File: src/rtl/enc_tx_pkg.sv
package enc_tx_pkg;
  typedef enum logic {
    TX_IDLE  = 1'b0,
    TX_SHIFT = 1'b1
  } tx_state_e;

  localparam int ERR_UNDER = 0;
  localparam int ERR_OVER  = 1;
  localparam int ERR_N     = 2;
endpackage

File: src/rtl/tx_bit_fifo.sv
// Bit-granular FIFO: byte-wide writes, single-bit reads from bit 0.
module tx_bit_fifo #(
  parameter int DEPTH  = 32,
  parameter int PUSH_W = 8,
  localparam int CNT_W = $clog2(DEPTH + 1)
) (
  input  logic              clk,
  input  logic              rst_n,
  input  logic              push,
  input  logic [PUSH_W-1:0] push_data,
  input  logic              pop,
  output logic              head,
  output logic [CNT_W-1:0]  count,
  output logic              room
);
  logic [DEPTH-1:0] mem_q, mem_d, shifted, ins, msk;
  logic [CNT_W-1:0] pos, cnt_d;

  always_comb begin
    shifted = pop ? (mem_q >> 1) : mem_q;
    pos     = count - CNT_W'(pop);
    ins     = {{(DEPTH-PUSH_W){1'b0}}, push_data} << pos;
    msk     = {{(DEPTH-PUSH_W){1'b0}}, {PUSH_W{1'b1}}} << pos;
    mem_d   = push ? ((shifted & ~msk) | ins) : shifted;
    cnt_d   = count - CNT_W'(pop) + (push ? CNT_W'(PUSH_W) : CNT_W'(0));
  end

  always_ff @(posedge clk) begin
    if (!rst_n) begin
      mem_q <= '0;
      count <= '0;
    end else begin
      mem_q <= mem_d;
      count <= cnt_d;
    end
  end

  assign head = mem_q[0];
  assign room = (count <= CNT_W'(DEPTH - PUSH_W));
endmodule

File: src/rtl/tx_bitclk_div.sv
// Emits a one-cycle tick every DIV+1 system clocks while run is high.
module tx_bitclk_div #(
  parameter int DIV_W = 8
) (
  input  logic             clk,
  input  logic             rst_n,
  input  logic             run,
  input  logic [DIV_W-1:0] div,
  output logic             tick
);
  logic [DIV_W-1:0] cnt_q;

  assign tick = run && (cnt_q == div);

  always_ff @(posedge clk) begin
    if (!rst_n)            cnt_q <= '0;
    else if (!run || tick) cnt_q <= '0;
    else                   cnt_q <= cnt_q + DIV_W'(1);
  end
endmodule

File: src/rtl/tx_err_flags.sv
// Sticky flags; a set in the same cycle as a clear wins.
module tx_err_flags #(
  parameter int N = 2
) (
  input  logic         clk,
  input  logic         rst_n,
  input  logic [N-1:0] set,
  input  logic [N-1:0] clr,
  output logic [N-1:0] flags
);
  for (genvar g = 0; g < N; g++) begin : g_flag
    always_ff @(posedge clk) begin
      if (!rst_n)      flags[g] <= 1'b0;
      else if (set[g]) flags[g] <= 1'b1;
      else if (clr[g]) flags[g] <= 1'b0;
    end
  end
endmodule

File: src/rtl/tx_frame_seq.sv
// Frame sequencer: holds the bit on the line, drives the bit clock,
// counts fixed frames and detects starvation.
module tx_frame_seq
  import enc_tx_pkg::*;
#(
  parameter int DEPTH = 32,
  parameter int DIV_W = 8,
  localparam int LEN_W = $clog2(DEPTH + 1)
) (
  input  logic             clk,
  input  logic             rst_n,
  input  logic             go,
  input  logic [LEN_W-1:0] cfg_len,
  input  logic [DIV_W-1:0] cfg_div,
  input  logic             stream_en,
  input  logic             tick,
  input  logic             fifo_has,
  input  logic             fifo_head,
  output logic [DIV_W-1:0] div_q,
  output logic             pop,
  output logic             tx_clk,
  output logic             tx_data,
  output logic             busy,
  output logic             done,
  output logic             underrun_set
);
  tx_state_e        state_q;
  logic             cont_q, bit_ok_q;
  logic [LEN_W-1:0] left_q, len_eff;
  logic             start, rise, fall, last_bit;

  assign len_eff  = (cfg_len > LEN_W'(DEPTH)) ? LEN_W'(DEPTH) : cfg_len;
  assign busy     = (state_q == TX_SHIFT);
  assign start    = !busy && go;
  assign rise     = busy && tick && !tx_clk;
  assign fall     = busy && tick && tx_clk;
  assign last_bit = !cont_q && (left_q == LEN_W'(1));

  assign pop = fifo_has && (start || (fall && !last_bit));

  assign underrun_set = rise && !bit_ok_q && (!cont_q || stream_en);

  always_ff @(posedge clk) begin
    if (!rst_n) begin
      state_q  <= TX_IDLE;
      cont_q   <= 1'b0;
      bit_ok_q <= 1'b0;
      left_q   <= '0;
      div_q    <= '0;
      tx_clk   <= 1'b0;
      tx_data  <= 1'b1;
      done     <= 1'b0;
    end else begin
      done <= 1'b0;
      if (start) begin
        state_q  <= TX_SHIFT;
        cont_q   <= (cfg_len == '0);
        left_q   <= len_eff;
        div_q    <= cfg_div;
        tx_clk   <= 1'b0;
        tx_data  <= fifo_has ? fifo_head : 1'b1;
        bit_ok_q <= fifo_has;
      end else if (rise) begin
        if (cont_q && !bit_ok_q) begin
          state_q <= TX_IDLE;
          tx_data <= 1'b1;
          done    <= 1'b1;
        end else begin
          tx_clk <= 1'b1;
        end
      end else if (fall) begin
        tx_clk <= 1'b0;
        if (last_bit) begin
          state_q <= TX_IDLE;
          tx_data <= 1'b1;
          done    <= 1'b1;
        end else begin
          if (!cont_q) left_q <= left_q - LEN_W'(1);
          tx_data  <= fifo_has ? fifo_head : 1'b1;
          bit_ok_q <= fifo_has;
        end
      end
    end
  end
endmodule

File: src/rtl/enc_link_tx.sv
module enc_link_tx
  import enc_tx_pkg::*;
#(
  parameter int DEPTH  = 32,
  parameter int PUSH_W = 8,
  parameter int DIV_W  = 8,
  localparam int LEN_W = $clog2(DEPTH + 1)
) (
  input  logic              clk,
  input  logic              rst_n,
  input  logic [LEN_W-1:0]  cfg_len,
  input  logic [DIV_W-1:0]  cfg_div,
  input  logic              go,
  input  logic              stream_en,
  input  logic              s_valid,
  input  logic [PUSH_W-1:0] s_data,
  output logic              s_ready,
  output logic [LEN_W-1:0]  fill_level,
  output logic              tx_clk,
  output logic              tx_data,
  output logic              busy,
  output logic              done,
  output logic              err_underrun,
  output logic              err_overrun,
  input  logic              clr_underrun,
  input  logic              clr_overrun
);
  logic             room, head, pop, push, tick, under_set;
  logic [DIV_W-1:0] div_q;
  logic [ERR_N-1:0] err_set, err_clr, err_q;

  assign push    = s_valid && room;
  assign s_ready = room;

  tx_bit_fifo #(.DEPTH(DEPTH), .PUSH_W(PUSH_W)) u_fifo (
    .clk(clk), .rst_n(rst_n), .push(push), .push_data(s_data),
    .pop(pop), .head(head), .count(fill_level), .room(room)
  );

  tx_bitclk_div #(.DIV_W(DIV_W)) u_div (
    .clk(clk), .rst_n(rst_n), .run(busy), .div(div_q), .tick(tick)
  );

  tx_frame_seq #(.DEPTH(DEPTH), .DIV_W(DIV_W)) u_seq (
    .clk(clk), .rst_n(rst_n), .go(go), .cfg_len(cfg_len), .cfg_div(cfg_div),
    .stream_en(stream_en), .tick(tick), .fifo_has(fill_level != '0),
    .fifo_head(head), .div_q(div_q), .pop(pop), .tx_clk(tx_clk),
    .tx_data(tx_data), .busy(busy), .done(done), .underrun_set(under_set)
  );

  always_comb begin
    err_set            = '0;
    err_clr            = '0;
    err_set[ERR_UNDER] = under_set;
    err_set[ERR_OVER]  = s_valid && !room;
    err_clr[ERR_UNDER] = clr_underrun;
    err_clr[ERR_OVER]  = clr_overrun;
  end

  tx_err_flags #(.N(ERR_N)) u_err (
    .clk(clk), .rst_n(rst_n), .set(err_set), .clr(err_clr), .flags(err_q)
  );

  assign err_underrun = err_q[ERR_UNDER];
  assign err_overrun  = err_q[ERR_OVER];
endmodule

File: config.mk
export PLATFORM = sky130hd
export DESIGN_NAME = enc_link_tx
export DESIGN_NICKNAME = d
export VERILOG_FILES = /design/src/rtl/enc_tx_pkg.sv /design/src/rtl/tx_bit_fifo.sv /design/src/rtl/tx_bitclk_div.sv /design/src/rtl/tx_err_flags.sv /design/src/rtl/tx_frame_seq.sv /design/src/rtl/enc_link_tx.sv
export SDC_FILE = /design/constraint.sdc
export NUM_CORES = 1
export LEC_CHECK = 0
export CAP_MARGIN = 20
export CORE_ASPECT_RATIO = 2
export CORE_MARGIN = 3
export CORE_UTILIZATION = 52
export CTS_BUF_LIST = sky130_fd_sc_hd__clkbuf_16
export CTS_CLUSTER_SIZE = 16
export DETAILED_ROUTE_END_ITERATION = 10
export PLACE_DENSITY_LB_ADDON = 0.08
export SLEW_MARGIN = 10
export SYNTH_ARGS = -nofsm -noshare
export SYNTH_HDL_FRONTEND = slang
export SYNTH_HIERARCHICAL = 1
export SYNTH_SLANG_ARGS = --single-unit
File: constraint.sdc
create_clock -name clk -period 3.9 [get_ports clk]
set_input_delay 0.585 -clock clk [delete_from_list [all_inputs] [get_ports clk]]
set_output_delay 0.585 -clock clk [all_outputs]
set_load 0.01 [all_outputs]
==> results of run 1 <==
==> kinds of logic (layout without fill, tap and decap cells) <==
family          count (synthesis)  count (layout)
mux                            49              49
fa+ha+maj                       8               8
flops                          68              68
buf+inv                        44             106
xor+xnor                       28              28
compound gates                143             143
simple gates                  190             190
==> stage by stage <==
step	util	area [µm²]	setup WS [ps]	cells
4_1_cts	0.668	5380	73.0	688
5_1_grt	0.670	5400	3.61	688
3_3_place_gp	0.630	5070	180	672
2_1_floorplan	-	4400	94.5	530
6_report	0.670	5400	277	688
3_5_place_dp	0.630	5070	114	672
==> what timing repair did <==
action                     4_1_cts  5_1_grt
gates resized for setup          0        4
setup endpoints to repair        0       22
hold endpoints to repair         0        0
==> tightest hold or removal path, stage by stage, from the launching register on <==
cell      delay, ps
dfxtp_1         320
nand2_1          50
a21boi_0         60
==> layer usage <==
| metal | up-vias | wire (µm) |
|---|---|---|
| li1 | 2050 | - |
| met1 | 2049 | 4680 |
| met2 | 143 | 7570 |
| met3 | 54 | 483 |
| met4 | 0 | 1060 |
| met5 | - | 0 |
==> sequential cells by signal (all words and copies together) (netlist names) <==
register and cells:
u_seq/busy 1, u_seq/cont_q 1, u_seq/done 1, u_div/cnt_q 8
u_seq/bit_ok_q 1, u_fifo/count 6, u_seq/left_q 6, u_seq/div_q 8
u_seq/tx_clk 1, u_seq/tx_data 1, u_fifo/mem_q 32, u_err/flags 2
==> how the worst min path moves through the flow <==
stage          slack, ps  cells after the start                   startpoint                           to
3_5_place_dp         480                      2  u_seq/div_q[0]$_SDFFE_PN0P_  u_seq/div_q[0]$_SDFFE_PN0P_
3_3_place_gp         470                      2  u_seq/div_q[6]$_SDFFE_PN0P_  u_seq/div_q[6]$_SDFFE_PN0P_
5_1_grt              500                      2  u_seq/div_q[5]$_SDFFE_PN0P_  u_seq/div_q[5]$_SDFFE_PN0P_
6_report             480                      2  u_seq/div_q[0]$_SDFFE_PN0P_  u_seq/div_q[0]$_SDFFE_PN0P_
2_1_floorplan        450                      2  u_seq/bit_ok_q$_SDFFE_PN0P_  u_seq/bit_ok_q$_SDFFE_PN0P_
4_1_cts              480                      2  u_seq/div_q[0]$_SDFFE_PN0P_  u_seq/div_q[0]$_SDFFE_PN0P_
==> power breakdown <==
| part | total [µW] | internal [µW] | switching, µW |
|---|---|---|---|
| Combinational | 3070 | 1250 | 1830 |
| Clock | 846 | 551 | 295 |
| Sequential | 959 | 856 | 103 |
| Total | 4880 | 2650 | 2230 |
==> cells in the mapped netlist (3+ instances only) <==
master / n
dfxtp_1: 68
nand2_1: 61
o21ai_0: 37
nor2_1: 36
mux2i_1: 30
a21oi_1: 22
mux2_2: 19
clkbuf_1: 18
xnor2_1: 17
inv_1: 13
nand2b_1: 13
a21boi_0: 12
nand3_1: 12
nor3_1: 11
nor2b_1: 10
or3_1: 10
xor2_1: 10
o211ai_1: 8
a211oi_1: 7
a31oi_1: 7
and2_1: 7
buf_2: 7
ha_1: 7
o221ai_1: 6
o22ai_1: 6
o21a_1: 5
o32ai_1: 5
buf_1: 4
or4_1: 4
a221oi_1: 3
nor3b_1: 3
o211a_1: 3
==> cell type report <==
| type | instances | area share |
|---|---|---|
| multi-input cells | 418 | 0.534 |
| flip-flops and latches | 68 | 0.252 |
| repair buffers | 76 | 0.125 |
| clock buffers | 9 | 0.0417 |
| well taps | 96 | 0.0223 |
| clock inverters | 7 | 0.0155 |
| inverters | 14 | 0.00974 |
==> impl_metrics.ini, run 1 <==
[critical_path]
crit_family = simple AND/OR/NAND/NOR gates
r2r-end = u_fifo/mem_q[8]$_SDFF_PN0_
r2r_slack_ps = 280
cpPeakStageDelay_ps = 440
critical_path_depth = 14
critPathArrivalTime_ps = 3870
crit_end = u_fifo/mem_q[8]$_SDFF_PN0_
crit_path_start = u_div/cnt_q[3]$_SDFF_PP0_
criticalPathCategory = flop to flop
r2r-start = u_div/cnt_q[3]$_SDFF_PP0_
worst_setup_path_end_kind = flop
cpMostUsedCell = nor2_1
path_max_fanout = 6
rr_worst_depth = 14
worstPathCellList = xor2_1, nor4_4, and3_1, nand3_1, a21oi_1, nor2_1, nor2b_4, ha_1, or3b_4, o31ai_4, nand2_2, nor2_1, nand2_1, o21ai_0
worstSetupStartpointType = flop
crit_buf_inv = 0
cpMaxStageDelayCell = nor2_1
cp.required_ps = 4150

[sta]
fin_tns_setup_ps = 0
post-route-period-util = 0.929
setup_viol = 0
worstMarginPinSlew_ps = 724
fin_worst_skew_ps = 6.84
min_period_ps = 3620
clock.fmax_ghz = 0.276
holdWs_ps = 483
maxSlewViolCount = 0
relSlewSlack = 0.517
hold_viol = 0
rsz0062_at_grt = no

[logic_synthesis]
synth_edf_count = 0
synth_nets = 566
synthSimpleGateAreaFrac = 0.231
ys_async_sr_fraction = 0
syn-cell-area_um2 = 4400
synth_top_family_by_area = simple AND/OR/NAND/NOR gates
synth.area.top_cells = dfxtp_1 (31%), mux2i_1 (6.8%), nand2_1 (5.2%), mux2_2 (4.9%), o21ai_0 (4.2%)
synth_compound_area_frac = 0.223
synth-xor-area-share = 0.0574
post_synth.cell_area_avg_um2 = 8.31
synth_ff_type = dfxtp_1
synth_fa_ha_area_frac = 0.0222
synth_cell_types = 67
yosysTopAreaCell = dfxtp_1
ys_ff_latch = 68
synthMuxAreaShare = 0.117
syn_inst = 530
synth_top_area_frac = 0.309
ys_warn_count = 6
ys_seq_area_frac = 0.309

[clocking]
clk_pin_slew_ps = 60
clk-insertion-delay-late_ps = 330
clock_path_buffers = 2
tritoncts = yes
cts_hold_buf = 0
cts-buffers-inserted = 9
cts-root-buf = clkbuf_16
cts_setup_buffers = 0
cts.sinks = 68
cts_max_level = 3

[global_routing]
grt_max_degree = 43
grt_use_total = 0.296
grt_pass1_wl_um = 22200
use_met1 = 0.287
busiest_layer = met2
antenna_found_initial = 0
grtUsageMet2 = 0.543
gr-usage-met3 = 0.0355
grt_pass1_vias = 4453
grt_overflow_total = 0

[power_and_ir_drop]
max-vdd-ir-drop_mv = 0.662
p_total_uw = 4880
p_per_area_nw_per_um2 = 904
p_leak_uw = 0.00208

[route]
drcViolationCount = 0
routed_via_density = 6.24
wl_um = 13800
firstDrtPassIters = 5
drt-initial-drc-count = 212
wire_per_inst_um = 20.1
ant_nets = 0
routed-via-count = 4296

[min_path]
hold_path_class = flop to flop

[cells_and_area]
area_growth_pct = 22.6
layout_commonest_cell = dfxtp_1
n_fill_cell = 718
num-nets-final = 623
multiInputGateArea_um2 = 2880
final_cell_mix = dfxtp_1 (68), nand2_1 (61), clkdlybuf4s50_1 (41)
num_antenna_cells = 0
drive_gt1_frac = 0.147
ff_latch_area_um2 = 1360

[die]
initial_core_util = 0.546
row_count = 46
core_um2 = 8060
io_pins = 42
die_y_um = 136
die_x_um = 71.1
dieArea_um2 = 9670

[place]
dp_hpwl_um = 10500
portBuffers = 41
gp_congestion = 1.00

[status]
status = complete, no violations

[flow_run]
max_cap_viol_count = 0
Note: power is estimated with default switching activity, not from simulation.
==> run 2, diff against run 1 <==
- CELL_PAD_IN_SITES_DETAIL_PLACEMENT: unset -> 0
- CELL_PAD_IN_SITES_GLOBAL_PLACEMENT: unset -> 1
- CORE_UTILIZATION: 52 -> 39
==> run 2 against run 1 <==
Against the previous run:
- first-iteration DRC count shrank 23%
- cell count grew 7.7%
- global-route usage down 6.2 points
- fmax is 2.2% higher
- flip-flop and latch count did not move
- highest routed layer unchanged
==> impl_metrics.ini, run 2 (synthesis gave the netlist of run 1 again) <==
[die]
dieArea_um2 = 12700
initial_core_util = 0.402
row_count = 54
die_x_um = 81.1
io_pins = 42
core_um2 = 10900
die_y_um = 156

[status]
status = complete, no violations

[critical_path]
cpMostUsedCell = buf_4
criticalPathCategory = flop to flop
path_max_fanout = 7
cpPeakStageDelay_ps = 380
critPathArrivalTime_ps = 3800
cp.required_ps = 4150
r2r_slack_ps = 350
worstPathCellList = xor2_1, nor4_4, and3_1, nand3_1, a21oi_1, nor2_2, nor2b_4, buf_4, ha_1, nor3b_2, buf_4, xnor2_1, inv_2, or3_1, o21ai_0, nand2_1, a21boi_0
cpMaxStageDelayCell = or3_1
worstSetupStartpointType = flop
worst_setup_path_end_kind = flop

[clocking]
tritoncts = yes
clk-insertion-delay-late_ps = 330
cts-buffers-inserted = 9
cts.sinks = 68
clock_path_buffers = 2
cts_max_level = 3
cts_hold_buf = 0
cts-root-buf = clkbuf_16
clk_pin_slew_ps = 50

[power_and_ir_drop]
max-vdd-ir-drop_mv = 0.628
p_sw_uw = 2290
combPwrFrac = 0.660
p_sw_frac = 0.467
power_frac_seq = 0.196
internal-power_uw = 2620
clockPowerShare = 0.144
p_per_area_nw_per_um2 = 896
p_leak_uw = 0.00211

[place]
portBuffers = 41
place_ws_ps = 37.8
gp_congestion = 0.905
dp_hpwl_um = 11200
dp_cells = 726

[cells_and_area]
regMostFlops = u_fifo/mem_q
layout_commonest_cell = dfxtp_1
final_cell_count_no_fill = 741
area_growth_pct = 24.3
largest_reg_flops = 32
drive_gt1_frac = 0.161
reg_top3 = u_fifo/mem_q (32), u_div/cnt_q (8), u_seq/div_q (8)
num_antenna_cells = 0
final_cell_mix = dfxtp_1 (68), nand2_1 (61), buf_4 (44)
num-nets-final = 633

[sta]
setup_viol = 0
maxSlewViolCount = 0
hold_viol = 0
rsz0062_at_grt = no
min_period_ps = 3550
fin_worst_skew_ps = 5.04
holdWs_ps = 477
post-route-period-util = 0.909
fin_tns_setup_ps = 0
worstMarginPinSlew_ps = 749
layout_setup_ws_ps = 355
clock.fmax_ghz = 0.282
relSlewSlack = 0.501

[flow_run]
max_cap_viol_count = 0

[global_routing]
grt_pass1_vias = 4265
grt_max_degree = 46
grt_overflow_total = 0
antenna_found_initial = 0
grt_pass1_wl_um = 22400
grt_use_total = 0.234

[route]
firstDrtPassIters = 5
drt-initial-drc-count = 163
drcViolationCount = 0
wire_per_inst_um = 19.2
routed_via_density = 5.78
wl_um = 14200
routed-via-count = 4281
ant_nets = 0

[min_path]
hold_path_class = flop to flop
-- run 2: power by group through the flow --
| stage | Combinational, µW | Clock, µW | Sequential, µW |
|---|---|---|---|
| 2_1_floorplan | 1960 | 0 | 963 |
| 3_3_place_gp | 3220 | 0 | 973 |
| 3_5_place_dp | 3200 | 0 | 977 |
| 4_1_cts | 3210 | 720 | 963 |
| 5_1_grt | 3490 | 752 | 981 |
| 6_report | 3240 | 704 | 963 |
-- run 2: critical path: cells and delay by family, from the launching register on --
kind | cells | cell delay (ps)
AO/OA/AOI/OAI | 3 | 450
XOR/XNOR | 2 | 360
adder cells (fa/ha/maj) | 1 | 290
buffers and inverters | 3 | 450
flip-flops | 1 | 350
AND/OR/NAND/NOR | 8 | 1550
-- run 2: worst paths after layout --
kind         cells after the start                   startpoint                           to
max                             17    u_div/cnt_q[3]$_SDFF_PP0_  u_fifo/mem_q[14]$_SDFF_PN0_
max reg2reg                     17    u_div/cnt_q[3]$_SDFF_PP0_  u_fifo/mem_q[14]$_SDFF_PN0_
min reg2reg                      2  u_seq/div_q[5]$_SDFFE_PN0P_  u_seq/div_q[5]$_SDFFE_PN0P_
min                              2  u_seq/div_q[5]$_SDFFE_PN0P_  u_seq/div_q[5]$_SDFFE_PN0P_
-- run 2: metal layers --
layer	share of wire	GRT usage
met2	0.56	0.446
met4	0.066	0.155
met3	0.031	0.0305
met1	0.35	0.222
met5	0	0
-- run 2: layout make-up --
type / instances / area, µm²
tap: 140 / 175
sequential: 68 / 1360
clock inverter: 6 / 25.0
multi-input combinational: 418 / 2880
clock buffer: 9 / 225
inverter: 14 / 52.6
fill: 1128 / 5470
timing repair buffer: 86 / 756
-- run 2: metrics by stage --
stage	util	power [µW]	area [µm²]
finish	0.500	4910	5470
global placement	0.476	4190	5210
detailed placement	0.476	4180	5210
floorplan	-	2920	4400
global route	0.500	5220	5470
CTS	0.499	4900	5460
-- run 2: what timing repair did --
| action | in CTS | in global routing |
|---|---|---|
| setup buffers | 0 | 0 |
| resized for setup | 0 | 3 |
| setup endpoints to repair | 0 | 21 |
==> run 3, diff against run 2 <==
- PLACE_DENSITY: unset -> 0.8
- PLACE_DENSITY_LB_ADDON: 0.08 -> unset
- SLEW_MARGIN: 10 -> 20
==> run 3 against run 2 <==
Against the previous run:
- combinational power fell by 6.5%
- register-to-register slack got worse by 110 ps
- critical path depth did not move
- critical endpoint unchanged
- largest power group unchanged
==> impl_metrics.ini, run 3 (synthesis gave the netlist of run 1 again) <==
[route]
highest_layer = met4
wire_per_inst_um = 18.8
drcViolationCount = 0
routed-wl-met3_um = 481
ant_nets = 0
wl_um = 13700
met1_length_um = 4800
routed_via_density = 5.79
firstDrtPassIters = 5
routed-via-count = 4222
drt-initial-drc-count = 204
met2_length_um = 7510

[critical_path]
worstPathCellList = xor2_1, nor4_4, and3_1, nand3_1, a21oi_1, nor2_2, nor2b_4, ha_1, ha_2, buf_4, nor2_1, nor2_1, buf_4, mux2_2, o21ai_0, nand2_1, a21boi_0
critPathArrivalTime_ps = 3910
worstSetupStartpointType = flop
crit_path_start = u_div/cnt_q[3]$_SDFF_PP0_
path_max_fanout = 13
worst_setup_path_end_kind = flop
crit_buf_inv = 2
cpMaxStageDelayCell = mux2_2
crit_family = simple AND/OR/NAND/NOR gates
cpPeakStageDelay_ps = 370
cp.required_ps = 4150
r2r-start = u_div/cnt_q[3]$_SDFF_PP0_
criticalPathCategory = flop to flop

[global_routing]
grt_max_degree = 40
grt_overflow_total = 0
grt_pass1_wl_um = 21700
grt_use_total = 0.226
antenna_found_initial = 0
grt_pass1_vias = 4320

[cells_and_area]
num_antenna_cells = 0
reg_top3 = u_fifo/mem_q (32), u_div/cnt_q (8), u_seq/div_q (8)
regMostFlops = u_fifo/mem_q
largest_reg_flops = 32
num-nets-final = 620
drive_gt1_frac = 0.148
final_cell_mix = dfxtp_1 (68), nand2_1 (61), clkdlybuf4s50_1 (41)
area_growth_pct = 24.6
n_fill_cell = 1078
layout_commonest_cell = dfxtp_1

[clocking]
clock_path_buffers = 2
cts.sinks = 68
cts_max_level = 3
clk_pin_slew_ps = 60
clk-insertion-delay-late_ps = 330
cts-root-buf = clkbuf_16
cts_setup_buffers = 0
tritoncts = yes
cts_hold_buf = 0
cts_resized = 0
cts-buffers-inserted = 9

[sta]
clock.fmax_ghz = 0.273
fin_worst_skew_ps = 7.31
relSlewSlack = 0.525
rsz0062_at_grt = no
hold_viol = 0
post-route-period-util = 0.938
worstMarginPinSlew_ps = 713
setup_viol = 0
maxSlewViolCount = 0
min_period_ps = 3660
fin_tns_setup_ps = 0

[place]
dp_hpwl_um = 10600
portBuffers = 41
gp_congestion = 0.951

[die]
dieArea_um2 = 12700
row_count = 54
die_y_um = 156
core_um2 = 10900
io_pins = 42
die_x_um = 81.1
initial_core_util = 0.402

[power_and_ir_drop]
p_leak_uw = 0.00208
p_total_uw = 4990
max-vdd-ir-drop_mv = 0.530
p_per_area_nw_per_um2 = 910

[min_path]
worstHoldStart = u_seq/div_q[5]$_SDFFE_PN0P_
hold_path_class = flop to flop

[status]
status = complete, no violations

[flow_run]
max_cap_viol_count = 0
run 3: path summary, 6_finish.rpt:
| check | slack (ps) | to | cells after the start |
|---|---|---|---|
| worst max register to register | 240 | u_fifo/mem_q[14]$_SDFF_PN0_ | 17 |
| worst min-delay path | 480 | u_seq/div_q[5]$_SDFFE_PN0P_ | 2 |
| worst min register to register | 480 | u_seq/div_q[5]$_SDFFE_PN0P_ | 2 |
| worst max-delay path | 240 | u_fifo/mem_q[14]$_SDFF_PN0_ | 17 |
run 3: final cells by class:
class / instances / area (µm²) / area share
Clock inverter: 7 / 140 / 0.0256
Tap cell: 140 / 175 / 0.0319
Timing Repair Buffer: 73 / 651 / 0.119
Clock buffer: 9 / 225 / 0.0411
Sequential cell: 68 / 1360 / 0.248
Inverter: 14 / 52.6 / 0.00958
Multi-Input combinational cell: 418 / 2880 / 0.525
run 3: layer usage:
metal | up-vias | track usage
li1 | 2033 | -
met1 | 2006 | 0.219
met2 | 132 | 0.417
met3 | 51 | 0.0271
met4 | 0 | 0.167
met5 | - | 0
run 3: metrics by stage:
| step | std cells | util | worst slack [ps] | area, µm² | hold slack (ps) |
|---|---|---|---|---|---|
| detailed placement | 713 | 0.467 | 62.5 | 5110 | 474 |
| finish | 729 | 0.501 | 242 | 5480 | 480 |
| floorplan | 530 | - | 94.5 | 4400 | 448 |
| CTS | 729 | 0.500 | 42.6 | 5470 | 483 |
| global route | 729 | 0.501 | 19.3 | 5480 | 497 |
| global placement | 713 | 0.467 | 98.8 | 5110 | 458 |
run 3: tightest hold or removal path, cell delays in order, from the launching register on:
cell and delay [ps]:
dfxtp_1 320, nand2_1 50, a21boi_0 60
run 3: power breakdown:
group | leakage [µW] | switching (µW) | internal, µW | total [µW]
Combinational | 0.00135 | 1820 | 1210 | 3030
Sequential | 0.000555 | 107 | 856 | 962
Clock | 0.000177 | 309 | 688 | 997
Total | 0.00208 | 2230 | 2750 | 4990
